`src/rtl/vtw_pkg.sv`:
```
`timescale 1ns/1ps
package vtw_pkg;

   typedef enum logic [2:0] {
      FLT_TNV = 3'd0,
      FLT_ACV = 3'd1,
      FLT_FOR = 3'd2,
      FLT_FOE = 3'd3,
      FLT_FOW = 3'd4
   } vtw_fault_e;

   typedef struct packed {
      logic       ok;
      vtw_fault_e fault;
      logic [2:0] perm;
   } vtw_verdict_t;

   localparam logic [1:0] MODE_KERNEL   = 2'd0;
   localparam int         PTE_VALID_BIT = 0;
   localparam int         PTE_FO_LSB    = 1;
   localparam int         PTE_RD_EN_LSB = 8;
   localparam int         PTE_WR_EN_LSB = 12;

   function automatic logic [2:0] acc_need(logic [1:0] acc);
      case (acc)
         2'd1:    return 3'b010;
         2'd2:    return 3'b100;
         default: return 3'b001;
      endcase
   endfunction

endpackage

```
`src/rtl/vtw_index.sv`:
```
`timescale 1ns/1ps
module vtw_index #(
   parameter int ADDR_W  = 64,
   parameter int PG_BITS = 13,
   parameter int IDX_W   = 10,
   parameter int LEVELS  = 3,
   parameter int LVL_W   = 2
)(
   input  logic [ADDR_W-1:0] va,
   input  logic [LVL_W-1:0]  lvl,
   output logic [IDX_W-1:0]  idx
);
   logic [IDX_W-1:0] per_lvl [LEVELS];

   for (genvar g = 0; g < LEVELS; g++) begin : g_lvl
      assign per_lvl[g] = va[PG_BITS + (LEVELS-1-g)*IDX_W +: IDX_W];
   end

   always_comb begin
      idx = '0;
      for (int k = 0; k < LEVELS; k++) begin
         if (lvl == LVL_W'(k)) idx = per_lvl[k];
      end
   end
endmodule

```
`src/rtl/vtw_front.sv`:
```
`timescale 1ns/1ps
module vtw_front import vtw_pkg::*; #(
   parameter int ADDR_W       = 64,
   parameter int IMPL_VA_BITS = 43,
   parameter int SP_KEEP_BITS = 40,
   parameter int SP_MOVE_TO   = 43,
   parameter int SP_RELOC     = 1
)(
   input  logic [ADDR_W-1:0] va,
   input  logic [1:0]        mode,
   input  logic              phys,
   output logic              direct,
   output vtw_verdict_t      verdict,
   output logic [ADDR_W-1:0] pa
);
   localparam int EXT_W = ADDR_W - IMPL_VA_BITS;

   logic              canon;
   logic              sp_hit;
   logic [ADDR_W-1:0] sp_pa;

   assign canon  = (va[ADDR_W-1:IMPL_VA_BITS] == {EXT_W{va[ADDR_W-1]}});
   assign sp_hit = va[ADDR_W-1] && (va[IMPL_VA_BITS-1 -: 2] == 2'b10);

   generate
      if (SP_RELOC != 0) begin : g_reloc
         always_comb begin
            sp_pa                     = '0;
            sp_pa[SP_KEEP_BITS-1:0]   = va[SP_KEEP_BITS-1:0];
            sp_pa[SP_MOVE_TO]         = va[SP_KEEP_BITS];
         end
      end else begin : g_flat
         always_comb begin
            sp_pa                   = '0;
            sp_pa[SP_KEEP_BITS:0]   = va[SP_KEEP_BITS:0];
         end
      end
   endgenerate

   always_comb begin
      direct  = 1'b1;
      verdict = '{ok: 1'b0, fault: FLT_ACV, perm: 3'b000};
      pa      = '0;
      if (phys) begin
         verdict = '{ok: 1'b1, fault: FLT_TNV, perm: 3'b111};
         pa      = va;
      end else if (!canon) begin
         verdict = '{ok: 1'b0, fault: FLT_ACV, perm: 3'b000};
      end else if (sp_hit) begin
         if (mode == MODE_KERNEL) begin
            verdict = '{ok: 1'b1, fault: FLT_TNV, perm: 3'b111};
            pa      = sp_pa;
         end
      end else begin
         direct = 1'b0;
      end
   end
endmodule

```
`src/rtl/vtw_pte_eval.sv`:
```
`timescale 1ns/1ps
module vtw_pte_eval import vtw_pkg::*; #(
   parameter int ADDR_W  = 64,
   parameter int PG_BITS = 13
)(
   input  logic [63:0]        pte,
   input  logic               last,
   input  logic [1:0]         mode,
   input  logic [2:0]         need,
   input  logic [PG_BITS-1:0] offset,
   output vtw_verdict_t       verdict,
   output logic [ADDR_W-1:0]  frame_base,
   output logic [ADDR_W-1:0]  pa
);
   logic       rd_ok, wr_ok;
   logic [2:0] granted, masked;
   logic       pte_unused_bits;

   assign pte_unused_bits = ^{pte[7:4], pte[31:16]};
   assign frame_base = ADDR_W'(pte[63:32]) << PG_BITS;
   assign rd_ok      = pte[PTE_RD_EN_LSB + int'(mode)];
   assign wr_ok      = pte[PTE_WR_EN_LSB + int'(mode)];
   assign granted    = {rd_ok, wr_ok, rd_ok};
   assign masked     = granted & ~pte[PTE_FO_LSB +: 3];

   always_comb begin
      verdict = '{ok: 1'b0, fault: FLT_TNV, perm: 3'b000};
      pa      = '0;
      if (!pte[PTE_VALID_BIT]) begin
         verdict.fault = FLT_TNV;
      end else if (!last) begin
         if (!pte[PTE_RD_EN_LSB]) verdict.fault = FLT_ACV;
         else                     verdict.ok    = 1'b1;
      end else if ((granted & need) == 3'b000) begin
         verdict.fault = FLT_ACV;
      end else if ((masked & need) == 3'b000) begin
         verdict.fault = need[2] ? FLT_FOE : (need[1] ? FLT_FOW : FLT_FOR);
      end else begin
         verdict.ok   = 1'b1;
         verdict.perm = masked;
         pa           = frame_base | ADDR_W'(offset);
      end
   end
endmodule

```
`src/rtl/vtrans_walker.sv`:
```
`timescale 1ns/1ps
module vtrans_walker import vtw_pkg::*; #(
   parameter int ADDR_W       = 64,
   parameter int IMPL_VA_BITS = 43,
   parameter int PG_BITS      = 13,
   parameter int IDX_W        = 10,
   parameter int LEVELS       = 3,
   parameter int SP_KEEP_BITS = 40,
   parameter int SP_MOVE_TO   = 43,
   parameter int SP_RELOC     = 1
)(
   input  logic              clk,
   input  logic              rst_n,
   input  logic              req_valid,
   input  logic [ADDR_W-1:0] req_vaddr,
   input  logic [1:0]        req_access,
   input  logic [1:0]        req_mode,
   input  logic              req_phys,
   input  logic [ADDR_W-1:0] ptbr,
   output logic              busy,
   output logic              mem_req_valid,
   output logic [ADDR_W-1:0] mem_req_addr,
   input  logic              mem_rsp_valid,
   input  logic [63:0]       mem_rsp_data,
   output logic              done,
   output logic              ok,
   output logic [2:0]        fault,
   output logic [ADDR_W-1:0] paddr,
   output logic [2:0]        perm
);
   localparam int LVL_W       = (LEVELS > 1) ? $clog2(LEVELS) : 1;
   localparam int ENTRY_SHIFT = 3;
   localparam logic [LVL_W-1:0] LAST_LVL = LVL_W'(LEVELS - 1);

   generate
      if (IMPL_VA_BITS != PG_BITS + LEVELS*IDX_W) begin : g_bad_split
         $error("index fields do not cover the implemented address width");
      end
      if (ADDR_W < 32 + PG_BITS || SP_MOVE_TO >= ADDR_W || IMPL_VA_BITS >= ADDR_W) begin : g_bad_width
         $error("address width too small for frame or window layout");
      end
   endgenerate

   typedef enum logic [1:0] {S_IDLE, S_ISSUE, S_WAIT} state_e;

   state_e            state_q;
   logic [ADDR_W-1:0] va_q, base_q, pa_q;
   logic [1:0]        mode_q;
   logic [2:0]        need_q, perm_q;
   logic [LVL_W-1:0]  lvl_q;
   logic              done_q, ok_q;
   vtw_fault_e        fault_q;

   logic              fe_direct;
   vtw_verdict_t      fe_verdict;
   logic [ADDR_W-1:0] fe_pa;
   logic [IDX_W-1:0]  cur_idx;
   vtw_verdict_t      pe_verdict;
   logic [ADDR_W-1:0] pe_base, pe_pa;
   logic              lvl_last, accept;

   vtw_front #(
      .ADDR_W(ADDR_W), .IMPL_VA_BITS(IMPL_VA_BITS),
      .SP_KEEP_BITS(SP_KEEP_BITS), .SP_MOVE_TO(SP_MOVE_TO), .SP_RELOC(SP_RELOC)
   ) u_front (
      .va(req_vaddr), .mode(req_mode), .phys(req_phys),
      .direct(fe_direct), .verdict(fe_verdict), .pa(fe_pa)
   );

   vtw_index #(
      .ADDR_W(ADDR_W), .PG_BITS(PG_BITS), .IDX_W(IDX_W), .LEVELS(LEVELS), .LVL_W(LVL_W)
   ) u_index (
      .va(va_q), .lvl(lvl_q), .idx(cur_idx)
   );

   assign lvl_last = (lvl_q == LAST_LVL);

   vtw_pte_eval #(
      .ADDR_W(ADDR_W), .PG_BITS(PG_BITS)
   ) u_eval (
      .pte(mem_rsp_data), .last(lvl_last), .mode(mode_q), .need(need_q),
      .offset(va_q[PG_BITS-1:0]), .verdict(pe_verdict), .frame_base(pe_base), .pa(pe_pa)
   );

   assign accept        = req_valid && (state_q == S_IDLE);
   assign busy          = (state_q != S_IDLE);
   assign mem_req_valid = (state_q == S_ISSUE);
   assign mem_req_addr  = base_q + (ADDR_W'(cur_idx) << ENTRY_SHIFT);

   always_ff @(posedge clk or negedge rst_n) begin
      if (!rst_n) begin
         state_q <= S_IDLE;
         va_q    <= '0;
         base_q  <= '0;
         mode_q  <= '0;
         need_q  <= '0;
         lvl_q   <= '0;
         done_q  <= 1'b0;
         ok_q    <= 1'b0;
         fault_q <= FLT_TNV;
         pa_q    <= '0;
         perm_q  <= '0;
      end else begin
         done_q <= 1'b0;
         case (state_q)
            S_IDLE: begin
               if (accept) begin
                  va_q   <= req_vaddr;
                  mode_q <= req_mode;
                  need_q <= acc_need(req_access);
                  base_q <= ptbr;
                  lvl_q  <= '0;
                  if (fe_direct) begin
                     done_q  <= 1'b1;
                     ok_q    <= fe_verdict.ok;
                     fault_q <= fe_verdict.fault;
                     perm_q  <= fe_verdict.perm;
                     pa_q    <= fe_pa;
                  end else begin
                     state_q <= S_ISSUE;
                  end
               end
            end
            S_ISSUE: state_q <= S_WAIT;
            S_WAIT: begin
               if (mem_rsp_valid) begin
                  if (!pe_verdict.ok || lvl_last) begin
                     state_q <= S_IDLE;
                     done_q  <= 1'b1;
                     ok_q    <= pe_verdict.ok;
                     fault_q <= pe_verdict.fault;
                     perm_q  <= pe_verdict.perm;
                     pa_q    <= pe_pa;
                  end else begin
                     base_q  <= pe_base;
                     lvl_q   <= lvl_q + 1'b1;
                     state_q <= S_ISSUE;
                  end
               end
            end
            default: state_q <= S_IDLE;
         endcase
      end
   end

   assign done  = done_q;
   assign ok    = ok_q;
   assign fault = fault_q;
   assign paddr = pa_q;
   assign perm  = perm_q;
endmodule

```
`config.mk`:
```
export PLATFORM = sky130hd
export DESIGN_NAME = vtrans_walker
export DESIGN_NICKNAME = d
export VERILOG_FILES = /design/src/rtl/vtw_pkg.sv /design/src/rtl/vtw_index.sv /design/src/rtl/vtw_front.sv /design/src/rtl/vtw_pte_eval.sv /design/src/rtl/vtrans_walker.sv
export SDC_FILE = /design/constraint.sdc
export NUM_CORES = 1
export LEC_CHECK = 0
export ABC_AREA = 0
export BUFFER_PORTS_ARGS = -buffer_cell sky130_fd_sc_hd__buf_2
export CAP_MARGIN = 0
export CORE_AREA = 2 2 120 238
export CTS_CLUSTER_SIZE = 25
export DETAILED_ROUTE_END_ITERATION = 8
export DIE_AREA = 0 0 122 240
export SLEW_MARGIN = 20
export SYNTH_ARGS = -nofsm -noshare
export SYNTH_HDL_FRONTEND = slang
export SYNTH_SLANG_ARGS = --single-unit
```
`constraint.sdc`:
```
create_clock -name clk -period 4.2 [get_ports clk]
set_input_delay 0 -clock clk [delete_from_list [all_inputs] [get_ports clk]]
set_output_delay 0 -clock clk [all_outputs]
set_load 0.02 [all_outputs]
```
# Yosys cells after proc, flatten, opt, wreduce, memory -nomap -nowiden
# Cells that the tools add are included.
[word_totals]
regBits = 188
latchBits = 0
mem_bits_rw = 0
rom_bits = 0
in_bits = 201
output_inout_bits = 138
elab_cells = 129
memories = 0
[op_classes]
add_sub_neg = 4
n_mul = 0
div = 0
n_lt_le_gt_ge = 2
n_eq_ne = 14
n_shift = 0
muxes = 78
bitwise_logic = 5
reduce_logical = 15
[op_table]
columns = ["operator", "count"]
rows = [
  ["2-to-1 mux 64 bit", 14],
  ["one-hot mux 64 bit (2 select lines)", 2],
  ["adder 64 x 13 -> 64 bit", 1],
  ["less-than comparator 32 x 8 -> 1 bit (second input constant)", 2],
  ["2-to-1 mux 3 bit", 17],
  ["bitwise OR 45 x 13 -> 45 bit", 1],
  ["2-to-1 mux 44 bit", 1],
  ["2-to-1 mux 10 bit", 3],
  ["2-to-1 mux 7 bit", 4],
  ["2-to-1 mux 1 bit", 21],
  ["equality test 20 bit", 1],
  ["one-hot mux 3 bit (2 select lines)", 3],
  ["binary-select mux 1 bit (select 6 bit)", 2],
  ["2-to-1 mux 2 bit", 6],
  ["inequality test 2 bit (second input constant)", 6],
  ["adder 4 x 2 -> 5 bit (first input constant)", 2],
  ["bitwise AND 3 bit", 3],
  ["equality test 2 bit (second input constant)", 4],
  ["equality test 2 x 1 -> 1 bit (second input constant)", 3],
  ["logical NOT 2 bit", 3],
  ["logical NOT 3 bit", 2],
  ["one-hot mux 2 bit (3 select lines)", 1],
  ["AND reduction 5 bit", 1],
  ["2-to-1 mux 4 bit", 1],
  ["11 further kinds", 14],
]

# Logic depth before layout (Yosys ltp)
[depth]
ltp_word = 16
ltp_mapped = 17
depth_no_buf = 15

# Cells and area by module
# A second synthesis with hierarchy kept.
[hier_totals]
hier_cells = 1379
hier_area_um2 = 13299.0
[modules_own_cells]
columns = ["mod", "n_inst", "cells_each", "area_each_um2", "seq_area_each_um2"]
rows = [
  ["vtrans_walker", 1, 989, 10493.8, 5230.0],
  ["vtw_front", 1, 198, 1350.0, 0.0],
  ["vtw_pte_eval", 1, 168, 1241.2, 0.0],
  ["vtw_index", 1, 24, 214.0, 0.0],
]

# Worst setup path after synthesis
# No wires, ideal clock.
[synth_path]
path_type = "reg-to-output"
from = "register lvl_q[0]"
to = "output port mem_req_addr[53]"
t_arrival_ns = 3.564
t_required_ns = 4.200
slack_ns = 0.636
stages_incl_launch_ff = 18
path_buffers = 2
cell_sequence = "dfrtp_1 inv_1 ha_1 clkbuf_1 nand2_1 nor2_1 a21oi_1 o21ai_0 ha_1 fa_1 a21o_1 nand4_1 a21o_1 a21o_1 a211oi_1 clkbuf_1 nand3_1 xnor2_1"
[synth_between]
elab_chain_cells = 5
elab_cells_between_ends = 7
cone_classes = "1 x add/sub; 2 x eq/ne; 3 x mux; 1 x reduce/logical"
[synth_rtl]
columns = ["item", "line", "source"]
rows = [
  ["start: declaration", "vtrans_walker.sv:50", "logic [LVL_W-1:0] lvl_q;"],
  ["start signal: assignment", "vtrans_walker.sv:136", "lvl_q <= lvl_q + 1'b1;"],
  ["logical NOT 2 bit", "vtw_index.sv:22", "if (lvl == LVL_W'(k)) idx = per_lvl[k];"],
  ["2-to-1 mux 10 bit (2 in series)", "vtw_index.sv:22", ""],
  ["2-to-1 mux 10 bit *", "vtw_index.sv:22", ""],
  ["adder 64 x 13 -> 64 bit *", "vtrans_walker.sv:88", "assign mem_req_addr = base_q + (ADDR_W'(cur_idx) << ENTRY_SHIFT);"],
  ["end: declaration", "vtrans_walker.sv:22", "output logic [ADDR_W-1:0] mem_req_addr,"],
]
# Mark *: on every way between the ends. The rest lies on a longest branch, timed or not.

# Worst setup path in the final report
[layout_path]
from = "register lvl_q[0]"
to = "output port mem_req_addr[39]"
# Same word-level chain as after synthesis.

==> report_table.html <==
<table>
<tr><th>Metric</th><th>Value</th></tr>
<tr><th colspan="2">Run status</th></tr>
<tr><td>Run status</td><td>finished clean</td></tr>
<tr><th colspan="2">Yosys</th></tr>
<tr><td>Largest cells by area after synthesis</td><td>sky130_fd_sc_hd__dfrtp_1 (50%), sky130_fd_sc_hd__nand2_1 (7.4%), sky130_fd_sc_hd__nor2_1 (5.7%)</td></tr>
<tr><td>Leading area contributor after synthesis</td><td>sky130_fd_sc_hd__dfrtp_1</td></tr>
<tr><td>Ys flop type</td><td>sky130_fd_sc_hd__dfrtp_1</td></tr>
<tr><td>Number of storage elements in the synthesis netlist</td><td>188</td></tr>
<tr><td>Instance count of the mapped netlist</td><td>1017</td></tr>
<tr><td>Share of synthesized registers carrying an async set or reset</td><td>1.00</td></tr>
<tr><td>Synth top area share</td><td>0.495</td></tr>
<tr><td>Mapped Avg Cell Area</td><td>9.34 sq um</td></tr>
<tr><td>Total number of yosys warnings</td><td>0</td></tr>
<tr><td>Number of enable-type register cells in the synthesized netlist</td><td>0</td></tr>
<tr><td>Synth cell types</td><td>47</td></tr>
<tr><td>Cell area after technology mapping</td><td>0.00950 sq mm</td></tr>
<tr><td>Post-Syn Nets</td><td>1234</td></tr>
<tr><td>Sequential cell area fraction in the yosys report</td><td>0.495</td></tr>
<tr><th colspan="2">Power</th></tr>
<tr><td>Power density over the cells</td><td>821 mW/mm^2</td></tr>
<tr><td>Worst vdd rail ir drop</td><td>427 uV</td></tr>
<tr><td>Total leakage power</td><td>6.65 nW</td></tr>
<tr><th colspan="2">GRT</th></tr>
<tr><td>Wire length of the first global-routing pass</td><td>53.4 mm</td></tr>
<tr><td>Number of antenna violations at the first check in global routing</td><td>2</td></tr>
<tr><td>Pin count of the biggest net entering global routing</td><td>120</td></tr>
<tr><td>Vias in the first global route</td><td>10000</td></tr>
<tr><td>Total global routing track utilization</td><td>0.241</td></tr>
<tr><td>Grt total ovfl</td><td>0</td></tr>
<tr><th colspan="2">Detailed routing</th></tr>
<tr><td>Post-DR vias/cell</td><td>5.17</td></tr>
<tr><td>Total Routed Length</td><td>35.3 mm</td></tr>
<tr><td>Total iterations of the first detailed-routing run</td><td>5</td></tr>
<tr><td>DRC errors left</td><td>0</td></tr>
<tr><td>Via Count</td><td>9759</td></tr>
<tr><td>Starting DRC count in detailed routing</td><td>545</td></tr>
<tr><td>DRT antenna net count</td><td>0</td></tr>
<tr><td>Routed length per placed instance</td><td>18.7 microns</td></tr>
<tr><th colspan="2">Finish</th></tr>
<tr><td>Fraction of final layout cells sized beyond drive strength 1</td><td>0.279</td></tr>
<tr><td>Highest-count cells in the layout ignoring fill and taps</td><td>sky130_fd_sc_hd__buf_2 (317), sky130_fd_sc_hd__dlygate4sd3_1 (217), sky130_fd_sc_hd__nand2_1 (188), sky130_fd_sc_hd__dfrtp_1 (188), sky130_fd_sc_hd__nor2_1 (142)</td></tr>
<tr><td># nets final</td><td>1738</td></tr>
<tr><td>Area of combinational cells with multiple inputs</td><td>0.00452 sq mm</td></tr>
<tr><td>Total of fill cells in the finished design</td><td>2522</td></tr>
<tr><td>Area growth from synthesis to final layout</td><td>50.2%</td></tr>
<tr><td>Most common cell after layout, fill and taps aside</td><td>sky130_fd_sc_hd__buf_2</td></tr>
<tr><td>Reg area</td><td>0.00470 sq mm</td></tr>
<tr><th colspan="2">STA</th></tr>
<tr><td>Post-Route Skew</td><td>0.0104 ns</td></tr>
<tr><td>Portion of the clock cycle consumed by the worst path in the final layout</td><td>0.932</td></tr>
<tr><td>Worst slew pin tran</td><td>1.06 ns</td></tr>
<tr><td>Remaining max-slew budget at the tightest pin</td><td>0.292</td></tr>
<tr><td>Unrepaired setup endpoints after global routing</td><td>no</td></tr>
<tr><td>Max Clock Freq</td><td>255 MHz</td></tr>
<tr><td>Final setup viols</td><td>0</td></tr>
<tr><td>Hold violation count in the final report</td><td>0</td></tr>
<tr><td>Final worst path period need</td><td>3.92 ns</td></tr>
<tr><td>Count of final max-slew check failures</td><td>0</td></tr>
<tr><td>Setup slack after layout</td><td>0.285 ns</td></tr>
<tr><td>Setup TNS</td><td>0 ns</td></tr>
<tr><th colspan="2">Clock network</th></tr>
<tr><td>Num CTS Buffers</td><td>17</td></tr>
<tr><td>Worst-skew pair later-pin latency</td><td>0.46 ns</td></tr>
<tr><td>TritonCTS clock tree</td><td>built</td></tr>
<tr><td>Buffer type at the clock tree root</td><td>sky130_fd_sc_hd__clkbuf_16</td></tr>
<tr><td>Clock transition time at the flip-flop clock pins of the worst setup and hold paths</td><td>0.07 ns</td></tr>
<tr><td>Max Buffers Root-to-Sink</td><td>2</td></tr>
<tr><td>H-tree levels</td><td>4</td></tr>
<tr><td>Post-CTS setup buffers</td><td>0</td></tr>
<tr><td>Clock sink count</td><td>188</td></tr>
<tr><th colspan="2">Floorplan</th></tr>
<tr><td>Effective utilization at floorplan</td><td>0.346</td></tr>
<tr><td>Cell row count</td><td>86</td></tr>
<tr><td>Die span in y</td><td>240 microns</td></tr>
<tr><td>Die area</td><td>0.0293 sq mm</td></tr>
<tr><td>Ports placed on the boundary</td><td>339</td></tr>
<tr><td>Core Box Area</td><td>0.0274 sq mm</td></tr>
<tr><td>Die Span X</td><td>122 microns</td></tr>
<tr><th colspan="2">Min path</th></tr>
<tr><td>Worst hold path class</td><td>in -&gt; reg</td></tr>
<tr><th colspan="2">Critical path</th></tr>
<tr><td>Cell with the largest stage delay on the worst path</td><td>sky130_fd_sc_hd__ha_1</td></tr>
<tr><td>CP arrival</td><td>3.92 ns</td></tr>
<tr><td>Maximum cell stage delay along the critical path</td><td>0.47 ns</td></tr>
<tr><td>CP Launch Type</td><td>register</td></tr>
<tr><td>Kind of critical path</td><td>reg -&gt; out</td></tr>
<tr><td>Largest delay contributor family on the critical path</td><td>compound AO/OA/AOI/OAI gates</td></tr>
<tr><td>Most common cell on crit path</td><td>sky130_fd_sc_hd__a21o_1</td></tr>
<tr><td>WP data required</td><td>4.20 ns</td></tr>
<tr><td>Critical Path Sink Type</td><td>primary output</td></tr>
<tr><td>Crit path cell chain</td><td>inv_1 -&gt; ha_1 -&gt; nand2_1 -&gt; o21ai_1 -&gt; ha_1 -&gt; fa_1 -&gt; a21o_1 -&gt; nand4_1 -&gt; a21o_1 -&gt; a21o_1 -&gt; a211oi_2 -&gt; buf_4 -&gt; nand4_1 -&gt; xnor2_1 -&gt; buf_2</td></tr>
<tr><td>Worst Path Max Fanout</td><td>17</td></tr>
<tr><td>Number of buffers and inverters on the critical path</td><td>3</td></tr>
<tr><th colspan="2">Place</th></tr>
<tr><td>Pre-CTS WS</td><td>0.456 ns</td></tr>
<tr><td>Number of input and output port buffers inserted</td><td>318</td></tr>
<tr><td>Routability Congestion</td><td>0.919</td></tr>
<tr><td>HPWL after detailed placement</td><td>24.5 mm</td></tr>
<tr><th colspan="2">Job</th></tr>
<tr><td>Maximum capacitance violations</td><td>0</td></tr>
</table>
[cell usage after synthesis (2+ instances only)]
master,n
sky130_fd_sc_hd__and2_1,7
sky130_fd_sc_hd__mux4_2,2
sky130_fd_sc_hd__buf_4,3
sky130_fd_sc_hd__o21ai_0,23
sky130_fd_sc_hd__dfrtp_1,188
sky130_fd_sc_hd__buf_2,9
sky130_fd_sc_hd__or3_1,2
sky130_fd_sc_hd__nand2_1,188
sky130_fd_sc_hd__a221oi_1,45
sky130_fd_sc_hd__or4_1,3
sky130_fd_sc_hd__nor3_1,6
sky130_fd_sc_hd__nand3b_1,2
sky130_fd_sc_hd__buf_1,2
sky130_fd_sc_hd__clkbuf_1,53
sky130_fd_sc_hd__and3_1,9
sky130_fd_sc_hd__nor2b_1,7
sky130_fd_sc_hd__nor4_1,5
sky130_fd_sc_hd__a21o_1,8
sky130_fd_sc_hd__nor2_1,143
sky130_fd_sc_hd__nand3_1,60
sky130_fd_sc_hd__xor2_1,7
sky130_fd_sc_hd__inv_1,11
sky130_fd_sc_hd__o22a_1,3
sky130_fd_sc_hd__a21oi_1,23
sky130_fd_sc_hd__o21bai_1,3
sky130_fd_sc_hd__ha_1,15
sky130_fd_sc_hd__a22o_1,20
sky130_fd_sc_hd__nand4_1,18
sky130_fd_sc_hd__nand2b_1,6
sky130_fd_sc_hd__a31oi_1,34
sky130_fd_sc_hd__mux2_2,46
sky130_fd_sc_hd__xnor2_1,51
[registers in the layout, summed over array words and instances, names as in the netlist]
name	flops
lvl_q	2
need_q	3
perm	3
va_q	43
ok	1
paddr	64
done	1
state_q	2
fault	3
mode_q	2
base_q	64
[kinds of logic after synthesis]
group                      share of synthesized area
and+or+nand+nor                                0.209
DFF                                            0.495
AOI/OAI and AO/OA                              0.126
buffers and inverters                         0.0336
xor gates and xnor gates                      0.0535
muxes                                         0.0604
adders and majority gates                     0.0219
[metal layers]
metal	global-route usage	share of wire	up-vias
met2	0.442	0.54	352
met1	0.255	0.37	4744
met3	0.0415	0.040	110
met4	0.134	0.053	0
met5	0	0	-
li1	-	-	4553
[power breakdown]
part / switching [mW] / internal [mW] / total [mW]
combinational: 3.96 / 2.65 / 6.61
sequential: 0.665 / 2.69 / 3.35
clock: 0.788 / 0.954 / 1.74
total: 5.41 / 6.30 / 11.7
[path summary, 6_finish.rpt]
| check | startpoint | to | slack, ns | cells past startpoint |
|---|---|---|---|---|
| min in group asynchronous | rst_n | va_q[10]$_DFFE_PN0P_ | 0.25 | 2 |
| max | lvl_q[0]$_DFFE_PN0P_ | mem_req_addr[39] | 0.28 | 15 |
| min reg2reg | base_q[0]$_DFFE_PN0P_ | base_q[0]$_DFFE_PN0P_ | 0.47 | 2 |
| min | mem_rsp_data[8] | fault[0]$_DFFE_PN0P_ | 0.20 | 5 |
| max in group asynchronous | rst_n | base_q[56]$_DFFE_PN0P_ | 2.77 | 3 |
| max reg2reg | lvl_q[0]$_DFFE_PN0P_ | paddr[22]$_DFFE_PN0P_ | 0.77 | 10 |
[per-stage QoR]
stage           util  cells  area, sq um  total power [mW]  hold slack, ns
5_1_grt        0.520   1888        14300              12.5           0.241
3_3_place_gp   0.417   1637        11500              9.33           0.220
6_report       0.520   1888        14300              11.7           0.202
3_5_place_dp   0.417   1637        11500              9.44           0.224
2_1_floorplan      -   1017         9500              7.36          -0.296
4_1_cts        0.519   1886        14200              11.7           0.196
[worst register-to-register path: stages, from the launching register on]
cell and delay, ns:
sky130_fd_sc_hd__dfrtp_1 0.35, sky130_fd_sc_hd__inv_1 0.08, sky130_fd_sc_hd__ha_1 0.37, sky130_fd_sc_hd__buf_4 0.25
sky130_fd_sc_hd__nor2b_1 0.32, sky130_fd_sc_hd__nand2_1 0.15, sky130_fd_sc_hd__a32oi_4 0.26, sky130_fd_sc_hd__buf_4 0.69
sky130_fd_sc_hd__a221oi_1 0.18, sky130_fd_sc_hd__dlygate4sd3_1 0.62, sky130_fd_sc_hd__nor2_1 0.10
[timing repair]
| action | in CTS | in global routing |
|---|---|---|
| gates resized for setup | 1 | 5 |
| endpoints found under the hold margin | 301 | 0 |
| endpoints found under the setup margin | 9 | 38 |
| hold buffers | 217 | 0 |
[cell type report]
class                           instances  share of cell area
Sequential cell                       188               0.330
Multi-Input combinational cell        750               0.317
Timing Repair Buffer                  552               0.275
Tap cell                              352              0.0309
Clock buffer                           18              0.0301
Clock inverter                         14              0.0131
Inverter                               12             0.00316
Antenna cell                            2            0.000351
No activity file was read; power rests on OpenSTA's default activity.
